### config.mk
export PLATFORM = sky130hd
export DESIGN_NAME = pio_ctrl
export DESIGN_NICKNAME = d
export VERILOG_FILES = /design/src/rtl/pio_pkg.sv /design/src/rtl/pio_sync.sv /design/src/rtl/pio_irq_capture.sv /design/src/rtl/pio_port_bank.sv /design/src/rtl/pio_ctrl.sv
export SDC_FILE = /design/constraint.sdc
export NUM_CORES = 1
export LEC_CHECK = 0
export ABC_CLOCK_PERIOD_IN_PS = 2680
export CORE_MARGIN = 2
export CORE_UTILIZATION = 45
export DETAILED_ROUTE_END_ITERATION = 12
export DONT_BUFFER_PORTS = 1
export RECOVER_POWER = 25
export SLEW_MARGIN = 40
export SYNTH_ARGS = -nofsm -noshare
export SYNTH_HDL_FRONTEND = slang
export SYNTH_SLANG_ARGS = --single-unit
### constraint.sdc
create_clock -name clk_i -period 2.68 [get_ports clk_i]
set_input_delay 0.268 -clock clk_i [delete_from_list [all_inputs] [get_ports clk_i]]
set_output_delay 0.268 -clock clk_i [all_outputs]
set_load 0.01 [all_outputs]
### src/rtl/pio_pkg.sv
package pio_pkg;
  localparam int ADDR_W = 8;
  localparam int DATA_W = 8;

  typedef logic [ADDR_W-1:0] addr_t;
  typedef logic [DATA_W-1:0] data_t;

  localparam addr_t OFS_PORT_BASE = 8'h00;
  localparam addr_t OFS_IRQ_STAT  = 8'h80;
  localparam addr_t OFS_IRQ_CLR   = 8'h81;
  localparam addr_t OFS_DIR       = 8'h87;
  localparam addr_t OFS_SOFT_RST  = 8'h88;
  localparam data_t SOFT_RST_KEY  = 8'h01;
endpackage

### src/rtl/pio_sync.sv
module pio_sync #(
  parameter int W = 8
) (
  input  logic         clk_i,
  input  logic         rst_ni,
  input  logic [W-1:0] d_i,
  output logic [W-1:0] q_o
);
  logic [W-1:0] meta_q, sync_q;

  always_ff @(posedge clk_i or negedge rst_ni) begin
    if (!rst_ni) begin
      meta_q <= '0;
      sync_q <= '0;
    end else begin
      meta_q <= d_i;
      sync_q <= meta_q;
    end
  end

  assign q_o = sync_q;
endmodule

### src/rtl/pio_irq_capture.sv
module pio_irq_capture #(
  parameter int N = 8
) (
  input  logic         clk_i,
  input  logic         rst_ni,
  input  logic [N-1:0] line_i,
  input  logic [N-1:0] clr_i,
  input  logic         soft_clr_i,
  output logic [N-1:0] flags_o,
  output logic [N-1:0] rise_o
);
  logic [N-1:0] sync_lvl;
  logic [N-1:0] prev_q;
  logic [N-1:0] flag_q;

  pio_sync #(.W(N)) u_sync (
    .clk_i (clk_i),
    .rst_ni(rst_ni),
    .d_i   (line_i),
    .q_o   (sync_lvl)
  );

  always_ff @(posedge clk_i or negedge rst_ni) begin
    if (!rst_ni) prev_q <= '0;
    else         prev_q <= sync_lvl;
  end

  assign rise_o = sync_lvl & ~prev_q;

  for (genvar i = 0; i < N; i++) begin : g_flag
    always_ff @(posedge clk_i or negedge rst_ni) begin
      if (!rst_ni)          flag_q[i] <= 1'b0;
      else if (soft_clr_i)  flag_q[i] <= 1'b0;
      else if (rise_o[i])   flag_q[i] <= 1'b1;  // new edge beats clear
      else if (clr_i[i])    flag_q[i] <= 1'b0;
    end
  end

  assign flags_o = flag_q;
endmodule

### src/rtl/pio_port_bank.sv
module pio_port_bank #(
  parameter int NUM_PORTS = 8,
  parameter int PORT_W    = 8
) (
  input  logic                        clk_i,
  input  logic                        rst_ni,
  input  logic                        soft_clr_i,
  input  logic [NUM_PORTS-1:0]        latch_we_i,
  input  logic [PORT_W-1:0]           wdata_i,
  input  logic                        dir_we_i,
  input  logic [NUM_PORTS-1:0]        dir_wdata_i,
  output logic [NUM_PORTS*PORT_W-1:0] latch_o,
  output logic [NUM_PORTS-1:0]        dir_o
);
  logic [NUM_PORTS-1:0] dir_q;

  always_ff @(posedge clk_i or negedge rst_ni) begin
    if (!rst_ni)         dir_q <= '0;
    else if (soft_clr_i) dir_q <= '0;
    else if (dir_we_i)   dir_q <= dir_wdata_i;
  end

  for (genvar p = 0; p < NUM_PORTS; p++) begin : g_port
    logic [PORT_W-1:0] latch_q;
    always_ff @(posedge clk_i or negedge rst_ni) begin
      if (!rst_ni)            latch_q <= '0;
      else if (soft_clr_i)    latch_q <= '0;
      else if (latch_we_i[p]) latch_q <= wdata_i;
    end
    assign latch_o[p*PORT_W +: PORT_W] = latch_q;
  end

  assign dir_o = dir_q;
endmodule

### src/rtl/pio_ctrl.sv
module pio_ctrl
  import pio_pkg::*;
#(
  parameter int NUM_PORTS = 8,
  parameter int NUM_IRQ   = 8
) (
  input  logic                        clk_i,
  input  logic                        rst_ni,
  input  logic [ADDR_W-1:0]           addr_i,
  input  logic                        wr_i,
  input  logic                        rd_i,
  input  logic [DATA_W-1:0]           wdata_i,
  output logic [DATA_W-1:0]           rdata_o,
  input  logic [NUM_PORTS*DATA_W-1:0] port_in_i,
  output logic [NUM_PORTS*DATA_W-1:0] port_out_o,
  output logic [NUM_PORTS-1:0]        port_oe_o,
  input  logic [NUM_IRQ-1:0]          irq_i
);
  localparam int PW = DATA_W;

  logic                    soft_q;
  logic [NUM_PORTS-1:0]    latch_we;
  logic                    dir_we;
  logic [NUM_PORTS-1:0]    dir;
  logic [NUM_PORTS*PW-1:0] latches;
  logic [NUM_PORTS*PW-1:0] pin_sync;
  logic [NUM_IRQ-1:0]      irq_clr;
  logic [NUM_IRQ-1:0]      irq_flags;
  logic [NUM_IRQ-1:0]      irq_rise;
  logic [DATA_W-1:0]       rd_val;

  // write decode
  always_comb begin
    for (int p = 0; p < NUM_PORTS; p++)
      latch_we[p] = wr_i && (addr_i == OFS_PORT_BASE + addr_t'(p));
  end
  assign dir_we  = wr_i && (addr_i == OFS_DIR);
  assign irq_clr = (wr_i && addr_i == OFS_IRQ_CLR) ? wdata_i[NUM_IRQ-1:0] : '0;

  // soft reset: one-cycle pulse, applied on the following edge
  always_ff @(posedge clk_i or negedge rst_ni) begin
    if (!rst_ni) soft_q <= 1'b0;
    else         soft_q <= wr_i && (addr_i == OFS_SOFT_RST) && (wdata_i == SOFT_RST_KEY);
  end

  pio_port_bank #(.NUM_PORTS(NUM_PORTS), .PORT_W(PW)) u_bank (
    .clk_i      (clk_i),
    .rst_ni     (rst_ni),
    .soft_clr_i (soft_q),
    .latch_we_i (latch_we),
    .wdata_i    (wdata_i),
    .dir_we_i   (dir_we),
    .dir_wdata_i(wdata_i[NUM_PORTS-1:0]),
    .latch_o    (latches),
    .dir_o      (dir)
  );

  pio_sync #(.W(NUM_PORTS*PW)) u_pin_sync (
    .clk_i (clk_i),
    .rst_ni(rst_ni),
    .d_i   (port_in_i),
    .q_o   (pin_sync)
  );

  pio_irq_capture #(.N(NUM_IRQ)) u_irq (
    .clk_i     (clk_i),
    .rst_ni    (rst_ni),
    .line_i    (irq_i),
    .clr_i     (irq_clr),
    .soft_clr_i(soft_q),
    .flags_o   (irq_flags),
    .rise_o    (irq_rise)
  );

  // read mux
  always_comb begin
    rd_val = '0;
    for (int p = 0; p < NUM_PORTS; p++)
      if (addr_i == OFS_PORT_BASE + addr_t'(p))
        rd_val = dir[p] ? latches[p*PW +: PW] : pin_sync[p*PW +: PW];
    if (addr_i == OFS_IRQ_STAT) rd_val = DATA_W'(irq_flags);
    if (addr_i == OFS_DIR)      rd_val = DATA_W'(dir);
  end

  always_ff @(posedge clk_i or negedge rst_ni) begin
    if (!rst_ni)   rdata_o <= '0;
    else if (rd_i) rdata_o <= rd_val;
    else           rdata_o <= '0;
  end

  assign port_out_o = latches;
  assign port_oe_o  = dir;
endmodule

Yosys cells after proc, flatten, opt, wreduce, memory -nomap -nowiden:

Index checks and enable logic that the tools add are counted.

* bits in registers: 241
* bits of input ports: 92
* output and inout bits: 80
* word-level logic and storage cells: 130

* equal/unequal tests: 12
* mux-type cells: 62
* bitwise logic cells: 2
* reductions and logical operators: 30

Operators by type and width (number)
* $mux W8: 38
* $eq A8 B3 Y1 const B: 4
* $eq A8 B8 Y1 const B: 4
* $mux W1: 24
* $reduce_bool A3 Y1: 8
* $reduce_bool A2 Y1: 9
* $eq A8 B1 Y1 const B: 2
* $eq A8 B2 Y1 const B: 2
* $logic_and A1 B1 Y1: 12
* $and A8 B8 Y8: 1
* $logic_not A8 Y1: 1
* $not A8 Y8: 1

Depth between registers and ports, before layout:

Gate-level depths: netlist (run 1).

* depth in word-level cells: 12
* depth in mapped cells: 7
* depth with buffers taken out: 5

Cells and area by module:

From an unflattened synthesis (run 1), not the netlist that was laid out.

* cells, all modules: 672
* area, all modules: 9168.8 um2

Modules (own cells, without submodules)
* pio_sync (u_pin_sync): instances 1, cells an instance 128, area each 3203.1 um2, seq. area each 3203.1 um2
* pio_port_bank: instances 1, cells an instance 241, area each 3024.2 um2, seq. area each 1801.7 um2
* pio_ctrl: instances 1, cells an instance 247, area each 1900.6 um2, seq. area each 225.2 um2
* pio_irq_capture: instances 1, cells an instance 40, area each 640.6 um2, seq. area each 400.4 um2
* pio_sync (u_irq.u_sync): instances 1, cells an instance 16, area each 400.4 um2, seq. area each 400.4 um2

Worst setup path before layout (run 1):

No wires, ideal clock.

* path type: input-to-reg
* from: input port addr_i[5]
* to: register rdata_o[2]
* setup time: 87 ps
* arrival time: 2138 ps
* data required time: 2593 ps
* setup slack: 456 ps
* stages: 7
* buffers on the path: 2
* cell sequence: or4_1 > buf_2 > or4_1 > buf_2 > or2_0 > a32o_1 > a211oi_2

* cells in the longest elaborated chain, start to end: 12
* elaborated cells between the ends (all ways): 21
* those cells by class: eq/ne: 9; mux: 11; reduce/logical: 1

RTL lines
* start: declaration: line pio_ctrl.sv:9 `input logic [ADDR_W-1:0] addr_i,`
* $logic_not A8 Y1: line pio_ctrl.sv:79 `if (addr_i == OFS_PORT_BASE + addr_t'(p))`
* $mux W8 (8 in series): line pio_ctrl.sv:79
* $mux W8: line pio_ctrl.sv:81 `if (addr_i == OFS_IRQ_STAT) rd_val = DATA_W'(irq_flags);`
* $mux W8 *: line pio_ctrl.sv:82 `if (addr_i == OFS_DIR) rd_val = DATA_W'(dir);`
* $mux W8 *: line pio_ctrl.sv:87 `else if (rd_i) rdata_o <= rd_val;`
* end signal: assignment: line pio_ctrl.sv:87
* end: declaration: line pio_ctrl.sv:13 `output logic [DATA_W-1:0] rdata_o,`

Mark *: on every way between the ends. The rest lies on a longest branch, timed or not.
A chain may end at the register's enable or synchronous reset.

Final worst setup path (run 1):

* from: input port wr_i
* to: register soft_q

* cells in the longest elaborated chain, start to end: 2

RTL lines
* start: declaration: line pio_ctrl.sv:10 `input logic wr_i,`
* $logic_and A1 B1 Y1 (2 in series): line pio_ctrl.sv:43 `else soft_q <= wr_i && (addr_i == OFS_SOFT_RST) && (wdata_i == SOFT_RST_KEY);`
* end signal: assignment: line pio_ctrl.sv:43
* end: declaration: line pio_ctrl.sv:21 `logic soft_q;`

Every way passes these cells.

==> results.txt, run 1 <==
The number of global-route vias before repair came out at 6049. At the worst endpoint, the required time is 3.14 ns. The number of search-and-repair iterations in the first detailed-routing pass came out at 5. The worst setup path is of the in2reg kind. The number of antenna violations at the first check in global routing came out at 1. The number of distinct library cell variants in the gate-level netlist after synthesis is 55. The total of hold buffers inserted after clock tree synthesis is 85. The maximum resistive drop on vdd came out at 0.455 mV. The average cell area after synthesis came out at 13.3 um^2. The total global-route track usage came out at 0.246.

The number of cells produced by synthesis came out at 674. The synthesized design contains 0 enable-type register cells. The net count after synthesis came out at 766. The clock tree from TritonCTS is yes.

For this configuration, the core starts out at a cell density of 0.459. On the final layout, the worst clock skew is 0.0162 ns. Of all nets on the critical path, the largest fanout is 17. CTS placed an instance of sky130_fd_sc_hd__clkbuf_16 at the clock tree root. Derived from the worst setup path, the maximum achievable clock frequency is 0.440 GHz.

Ranked by instance count, the synthesized netlist is headed by sky130_fd_sc_hd__dfrtp_1, sky130_fd_sc_hd__mux2i_1, sky130_fd_sc_hd__nor2_1. The final hold violation count is 241. The post-detailed-route count of antenna-violating nets came out at 0. The summed negative setup slack over all endpoints came out at 0 ns. The worst hold-check slack came out at -0.557 ns. The final routed wirelength across all metal layers came out at 25900 um. Setup repair after global routing left no endpoint under its margin. The congestion estimate from routability-driven global placement came to 0.870.

The final clock period utilization by the worst path came out at 0.848. The count of yosys warnings during synthesis came out at 0. For flop-to-flop paths, the worst setup slack is 0.51 ns. The via count of the routed design came out at 5761. Subtracting the final worst setup slack from the clock period gives 2.27 ns. The most common cell in the synthesized netlist is sky130_fd_sc_hd__dfrtp_1. For this design the top-level I/O count stands at 172.

The share of synthesized registers carrying an async set or reset came out at 1.00. The final reports fail on hold timing. The clock latency reported for the late side of the worst-skew pair came out at 0.53 ns. Clock tree synthesis found a total of 241 sinks. The fraction of final layout cells sized beyond drive strength 1 is 0.105. The placement row count is 51. The number of cells on the worst reg-to-reg path is 5. The number of input and output port buffers inserted is 0. The estimated wirelength of the detail-placed design is 16500 um. The run finished, with violations left. The number of violations of the max-capacitance limit is 0.

The net switching power figure is 1.72 mW. The core area came out at 19500 um^2. Among all flip-flop cells after synthesis, the most frequent one is sky130_fd_sc_hd__dfrtp_1. The detailed router's first-iteration violation count came out at 377.

The number of synthesized register bits is 241. The clock-pin slew of the registers on the worst-case setup and hold paths is 0.07 ns. The logic gate share of total power came out at 0.047.

The floorplan step defined a die boundary enclosing 21000 um^2. The signal arrival time at the worst endpoint came out at 2.73 ns. The maximum clock path buffer count came out at 3. The number of buffers inserted to repair setup after CTS came out at 0.

The wire length of the first global-routing pass is 39100 um. The fraction of power spent switching nets is 0.219. The number of buffers created by CTS came out at 25. In this run the worst hold path is classified as in2async. Entering global routing, the biggest net connects 242 pins. The nature of the critical path startpoint is an input port. Of the synthesized area, sequential elements account for 0.673. The top cell type's share of synthesized area is 0.673. The total of endpoints with negative setup slack in the final report is 0. For this run, design rule violations remaining after detail routing come to 0.

The final layout contains 853 nets. The average via count per standard cell is 5.52. The sequential share of power came out at 0.504. The maximum level of the CTS H-tree came out at 1. Summed over all layers, the global routing overflow is 0. Yosys attributes the largest share of cell area to sky130_fd_sc_hd__dfrtp_1, sky130_fd_sc_hd__mux2i_1, sky130_fd_sc_hd__nor2_1. Power spread over the standard cell area amounts to 717 nW/um^2. After detailed routing, the average wire length per cell comes to 24.8 um. From left edge to right edge, the die measures 145 um. The number of pins exceeding their max-slew limit in the final report came out at 0. Measured against its own limit, the worst slew margin works out to 0.443. The type of element capturing the critical path is a flip-flop.

The biggest area consumer among synthesized cells is sky130_fd_sc_hd__dfrtp_1. The cell area that synthesis handed to floorplanning was 8960 um^2. From synthesis to final layout, the design area changed by 21.9%. The cell internal power dissipation is 6.11 mW.

The final antenna diode count is 0. The die is 145 um tall. The pin slew with the least headroom to its limit came out at 0.833 ns. The static power due to leakage is 4.98 nW. The clock share of power came out at 0.448.
-- final timing paths --
| check | endpoint | startpoint |
|---|---|---|
| worst max-delay path | soft_q | wr_i |
| worst min-delay path | rdata_o[7] | rst_ni |
| worst max register to register | rdata_o[4] | u_bank.dir_o[0] |
| worst min register to register | u_pin_sync.q_o[47] | u_pin_sync.meta_q[47] |
| max in group asynchronous | u_pin_sync.meta_q[28] | rst_ni |
| min in group clk_i | u_irq.flags_o[2] | wdata_i[2] |
-- power groups by stage --
| stage | Sequential [mW] | Clock [mW] | Combinational (mW) |
|---|---|---|---|
| global placement | 4.01 | 0 | 0.230 |
| global route | 3.97 | 3.74 | 0.400 |
| detailed placement | 4.02 | 0 | 0.233 |
| floorplan | 3.96 | 0 | 0.213 |
| finish | 3.95 | 3.51 | 0.370 |
| CTS | 3.95 | 3.60 | 0.369 |
-- worst max-delay path, stage by stage --
cell and delay, ns:
sky130_fd_sc_hd__dlygate4sd3_1 1.03, sky130_fd_sc_hd__nand3_1 0.13, sky130_fd_sc_hd__dlygate4sd3_1 0.60, sky130_fd_sc_hd__nor3_1 0.13
sky130_fd_sc_hd__dlygate4sd3_1 0.56
-- repair_timing --
action / 4_1_cts / 5_1_grt
endpoints found under the hold margin: 390 / 241
resized for setup: 0 / 0
setup endpoints to repair: 0 / 0
-- through the flow --
| stage | worst slack (ns) | total power, mW | area (um^2) | util | cells |
|---|---|---|---|---|---|
| finish | 0.407 | 7.83 | 10900 | 0.559 | 1044 |
| floorplan | 0.456 | 4.17 | 8960 | - | 674 |
| CTS | 0.468 | 7.92 | 10900 | 0.559 | 1044 |
| global route | 0.314 | 8.11 | 10900 | 0.559 | 1044 |
| global placement | 0.273 | 4.24 | 9230 | 0.473 | 914 |
| detailed placement | 0.208 | 4.25 | 9230 | 0.473 | 914 |
-- logic make-up (layout without fill, tap and decap cells) --
| kind of cell | count (synthesis) | after routing | synth area share |
|---|---|---|---|
| AO/OA/AOI/OAI | 98 | 98 | 0.0745 |
| buffers and inverters | 53 | 158 | 0.0292 |
| multiplexers | 125 | 125 | 0.141 |
| AND/OR/NAND/NOR | 157 | 157 | 0.0820 |
| flip-flops | 241 | 241 | 0.673 |
-- area by class of cell --
class	count	area (um^2)
Fill cell	1676	8610
Sequential cell	241	6030
Multi-Input combinational cell	380	2670
Timing Repair Buffer	104	1020
Clock buffer	34	699
Tap cell	265	332
Clock inverter	11	139
Inverter	9	33.8
-- cell usage in the layout (no fill, tap or decap), types with 6 or more instances in the layout --
| cell | count |
|---|---|
| sky130_fd_sc_hd__clkbuf_16 | 25 |
| sky130_fd_sc_hd__nor2_1 | 73 |
| sky130_fd_sc_hd__nand2_1 | 25 |
| sky130_fd_sc_hd__mux2i_1 | 115 |
| sky130_fd_sc_hd__o21ai_0 | 25 |
| sky130_fd_sc_hd__a21oi_1 | 27 |
| sky130_fd_sc_hd__mux2_2 | 10 |
| sky130_fd_sc_hd__nand2b_1 | 10 |
| sky130_fd_sc_hd__buf_4 | 17 |
| sky130_fd_sc_hd__dlygate4sd3_1 | 85 |
| sky130_fd_sc_hd__dfrtp_1 | 240 |
| sky130_fd_sc_hd__nand3_1 | 22 |
| sky130_fd_sc_hd__inv_1 | 9 |
| sky130_fd_sc_hd__o22ai_1 | 6 |
-- sequential cells by signal, summed over array words and instances (netlist names) --
| register | cells |
|---|---|
| rdata_o | 8 |
| soft_q | 1 |
| u_bank.dir_o | 8 |
| u_bank.g_port.latch_q | 64 |
| u_irq.flags_o | 8 |
| u_irq.prev_q | 8 |
| u_irq.u_sync.meta_q | 8 |
| u_irq.u_sync.q_o | 8 |
| u_pin_sync.meta_q | 64 |
| u_pin_sync.q_o | 64 |
-- metal layers --
layer  up-vias  GRT usage  share of wire
li1       2538          -              -
met1      2963      0.323           0.42
met2       212      0.386           0.46
met3        46     0.0821          0.085
met4         2     0.0877          0.035
met5         -          0        0.00031
No activity file was read; power rests on OpenSTA's default activity.
==> run 2, diff against run 1 <==
--- a/config.mk
+++ b/config.mk
@@ -5,7 +5,7 @@
 export SDC_FILE = /design/constraint.sdc
 export NUM_CORES = 1
 export LEC_CHECK = 0
-export ABC_CLOCK_PERIOD_IN_PS = 2680
+export ABC_CLOCK_PERIOD_IN_PS = 2000
 export CORE_MARGIN = 2
 export CORE_UTILIZATION = 45
 export DETAILED_ROUTE_END_ITERATION = 12
==> constraint.sdc (replaced) <==
create_clock -name clk_i -period 2 [get_ports clk_i]
set_input_delay 0.2 -clock clk_i [delete_from_list [all_inputs] [get_ports clk_i]]
set_output_delay 0.2 -clock clk_i [all_outputs]
set_load 0.01 [all_outputs]
==> run 2 against run 1 <==
The run still ends with hold timing left. Highest routed layer is now met4. Global-route usage fell by 0.42 points. Die area did not move. Critical path type unchanged. Wire length fell by 2.4%.
==> results.txt, run 2 (synthesized netlist as in run 1, its figures left out) <==
The flow ran to the end, but the final reports show violations. The checks that failed: hold timing. The path class of the tightest hold or removal check is in2async.

The number of antenna violations at the first check in global routing is 1 (unchanged). The power density normalized to cell area came to 937 nW/um^2 (+31%). From synthesis to final layout, the design area changed by 25.2%. The static power due to leakage came out at 5.15 nW (+3.4%). The most common library cell in the layout ignoring fill and taps is sky130_fd_sc_hd__dfrtp_1.

The setup path with the least slack is of type in2reg. STA classifies the critical path endpoint as a flip-flop. The core area is 19500 um^2 (unchanged).

The last weighted congestion value of the routability-driven placer came to 0.899 (+3.3%). The number of I/O pins came to 172 (unchanged). The final hold violation count is 241 (unchanged). The total of endpoints with negative setup slack in the final report came out at 0 (unchanged). The number of global-route vias before repair came out at 6212 (+2.7%). The via count of the routed design is 5870 (+1.9%). The overflow left after global routing was 0 (unchanged). The worst path setup slack after routing is 0.0546 ns (-0.353 ns). The pin count of the biggest net entering global routing is 242 (unchanged). The depth of the worst register-to-register path came out at 7 (+2). The die extent in x is 145 um (unchanged). The DRC violations left is 0 (unchanged).

The average via count per standard cell came to 5.49 (-0.49%). The number of buffers inserted to repair setup after CTS is 0 (unchanged). The number of input and output port buffers inserted is 0 (unchanged). The maximum clock skew at final layout is 0.0209 ns (+0.00466 ns). The starting utilization of the core area came out at 0.459 (unchanged). The signal arrival time at the worst endpoint is 2.35 ns (-0.38 ns). The placement row count came out at 51 (unchanged). The clock tree from TritonCTS is yes. The maximum level of the CTS H-tree was 1 (unchanged).

The cell sitting at the root of the clock tree is a sky130_fd_sc_hd__clkbuf_16. The maximum clock path buffer count is 3 (unchanged). The number of inserted filler cells in the final layout came out at 1643 (-2.0%). The final routed wirelength across all metal layers is 25200 um (-2.4%). The max-slew headroom at the worst pin is 0.405 (-0.0376).

The total chip power was 10.5 mW (+34%). The clock-pin slew of the registers on the worst-case setup and hold paths is 0.06 ns (about the same). The largest driver fanout on the critical path came out at 4 (-13). The clock latency reported for the late side of the worst-skew pair is 0.53 ns (about the same).

The library cells used most frequently in the layout, excluding fill and tap cells, are sky130_fd_sc_hd__dfrtp_1, sky130_fd_sc_hd__mux2i_1, sky130_fd_sc_hd__dlygate4sd3_1, sky130_fd_sc_hd__nor2_1, sky130_fd_sc_hd__buf_4. The summed negative setup slack over all endpoints came to 0 ns (unchanged). The final clock period utilization by the worst path came out at 0.973. For the finished layout, the period the worst path requires is 1.95 ns. The share of the core filled with cells in the final layout came out at 0.574 (+0.0152).

The total global-route track usage is 0.242 (-0.00420). Setup repair after global routing left no endpoint under its margin. The detailed-route wire length per cell came to 23.6 um (-4.7%). The maximum resistive drop on vdd came out at 0.697 mV (+53%). The number of buffers created by CTS is 26 (+4.0%). The net total in the final layout is 879 (+3.0%).

The die footprint is 21000 um^2 (unchanged). The required time at the endpoint of the critical path came out at 2.40 ns (-0.74 ns). The slack of the worst reg-to-reg path is 0.10 ns (-0.41 ns).

The wire length of the first global-routing pass is 38800 um (-0.72%). The number of search-and-repair iterations in the first detailed-routing pass was 5 (unchanged). The number of clock sinks is 241 (unchanged). The fraction of final layout cells sized beyond drive strength 1 came to 0.141 (+0.0355).

The estimated wirelength of the detail-placed design is 16500 um (about the same). The number of pins exceeding their max-slew limit in the final report came to 0 (unchanged). The fmax came out at 0.514 GHz. The number of violations of the max-capacitance limit came to 0 (unchanged). The pre-CTS setup slack came out at -0.241 ns (-0.448 ns).

The endpoint identified for the worst register-to-register timing path is rdata_o[1]. The total of hold buffers inserted after clock tree synthesis came out at 87 (+2.4%). The pin slew with the least headroom to its limit is 0.890 ns (+0.0562 ns). The vertical die dimension came out at 145 um (unchanged). The number of cells after detailed placement is 937 (+2.5%). The post-detailed-route count of antenna-violating nets came to 0 (unchanged). The worst hold-check slack is -0.624 ns (-0.0669 ns). The final instance count without filler cells is 1069 (+2.4%). The nature of the critical path startpoint is an input port.

The startpoint of the worst register-to-register path is u_bank.dir_o[5]. The detailed router's first-iteration violation count is 419 (+11%).
run 2: cell type report:
class	count	area [um^2]	area share
Antenna cell	1	2.50	0.000223
Clock buffer	37	783	0.0698
Clock inverter	7	67.6	0.00602
Inverter	9	33.8	0.00301
Multi-Input combinational cell	380	2690	0.240
Sequential cell	241	6030	0.538
Tap cell	265	332	0.0296
Timing Repair Buffer	129	1270	0.114
run 2: metrics by stage:
stage	hold slack, ns	area, um^2
CTS	-0.651	11200
detailed placement	-0.0829	9490
finish	-0.624	11200
global placement	-0.0833	9490
floorplan	-0.0956	8990
global route	-0.650	11200
run 2: worst max path at each step:
| stage | from | end | slack, ns | cells after the start |
|---|---|---|---|---|
| 2_1_floorplan | addr_i[5] | rdata_o[2] | -0.15 | 7 |
| 3_3_place_gp | addr_i[5] | rdata_o[1] | -0.25 | 8 |
| 3_5_place_dp | addr_i[5] | rdata_o[1] | -0.24 | 8 |
| 4_1_cts | u_bank.dir_o[5] | rdata_o[1] | 0.03 | 7 |
| 5_1_grt | u_bank.dir_o[5] | rdata_o[1] | 0.01 | 7 |
| 6_report | addr_i[6] | rdata_o[7] | 0.05 | 6 |
run 2: repair_timing:
action,CTS,global route
gates resized for setup,0,3
hold endpoints to repair,401,241
endpoints found under the setup margin,0,4
run 2: power breakdown:
| group | switching [mW] | leakage (nW) | total, mW | internal [mW] |
|---|---|---|---|---|
| Combinational | 0.271 | 1.77 | 0.553 | 0.282 |
| Sequential | 0.168 | 2.96 | 5.27 | 5.10 |
| Clock | 1.85 | 0.425 | 4.68 | 2.83 |
run 2: critical path, cell delays in order:
cell                            delay (ns)
sky130_fd_sc_hd__dlygate4sd3_1        0.52
sky130_fd_sc_hd__or4b_2               0.68
sky130_fd_sc_hd__or2_2                0.37
sky130_fd_sc_hd__nand2_1              0.18
sky130_fd_sc_hd__a211oi_1             0.09
sky130_fd_sc_hd__a32o_1               0.30
run 2: routing by layer:
layer / part of all wire / vias up / track usage / routed length [um]
met5: 0 / - / 0 / 0
met4: 0.021 / 0 / 0.0578 / 518
met3: 0.087 / 41 / 0.0679 / 2210
met2: 0.48 / 233 / 0.392 / 12100
met1: 0.41 / 3018 / 0.327 / 10400
li1: - / 2578 / - / -
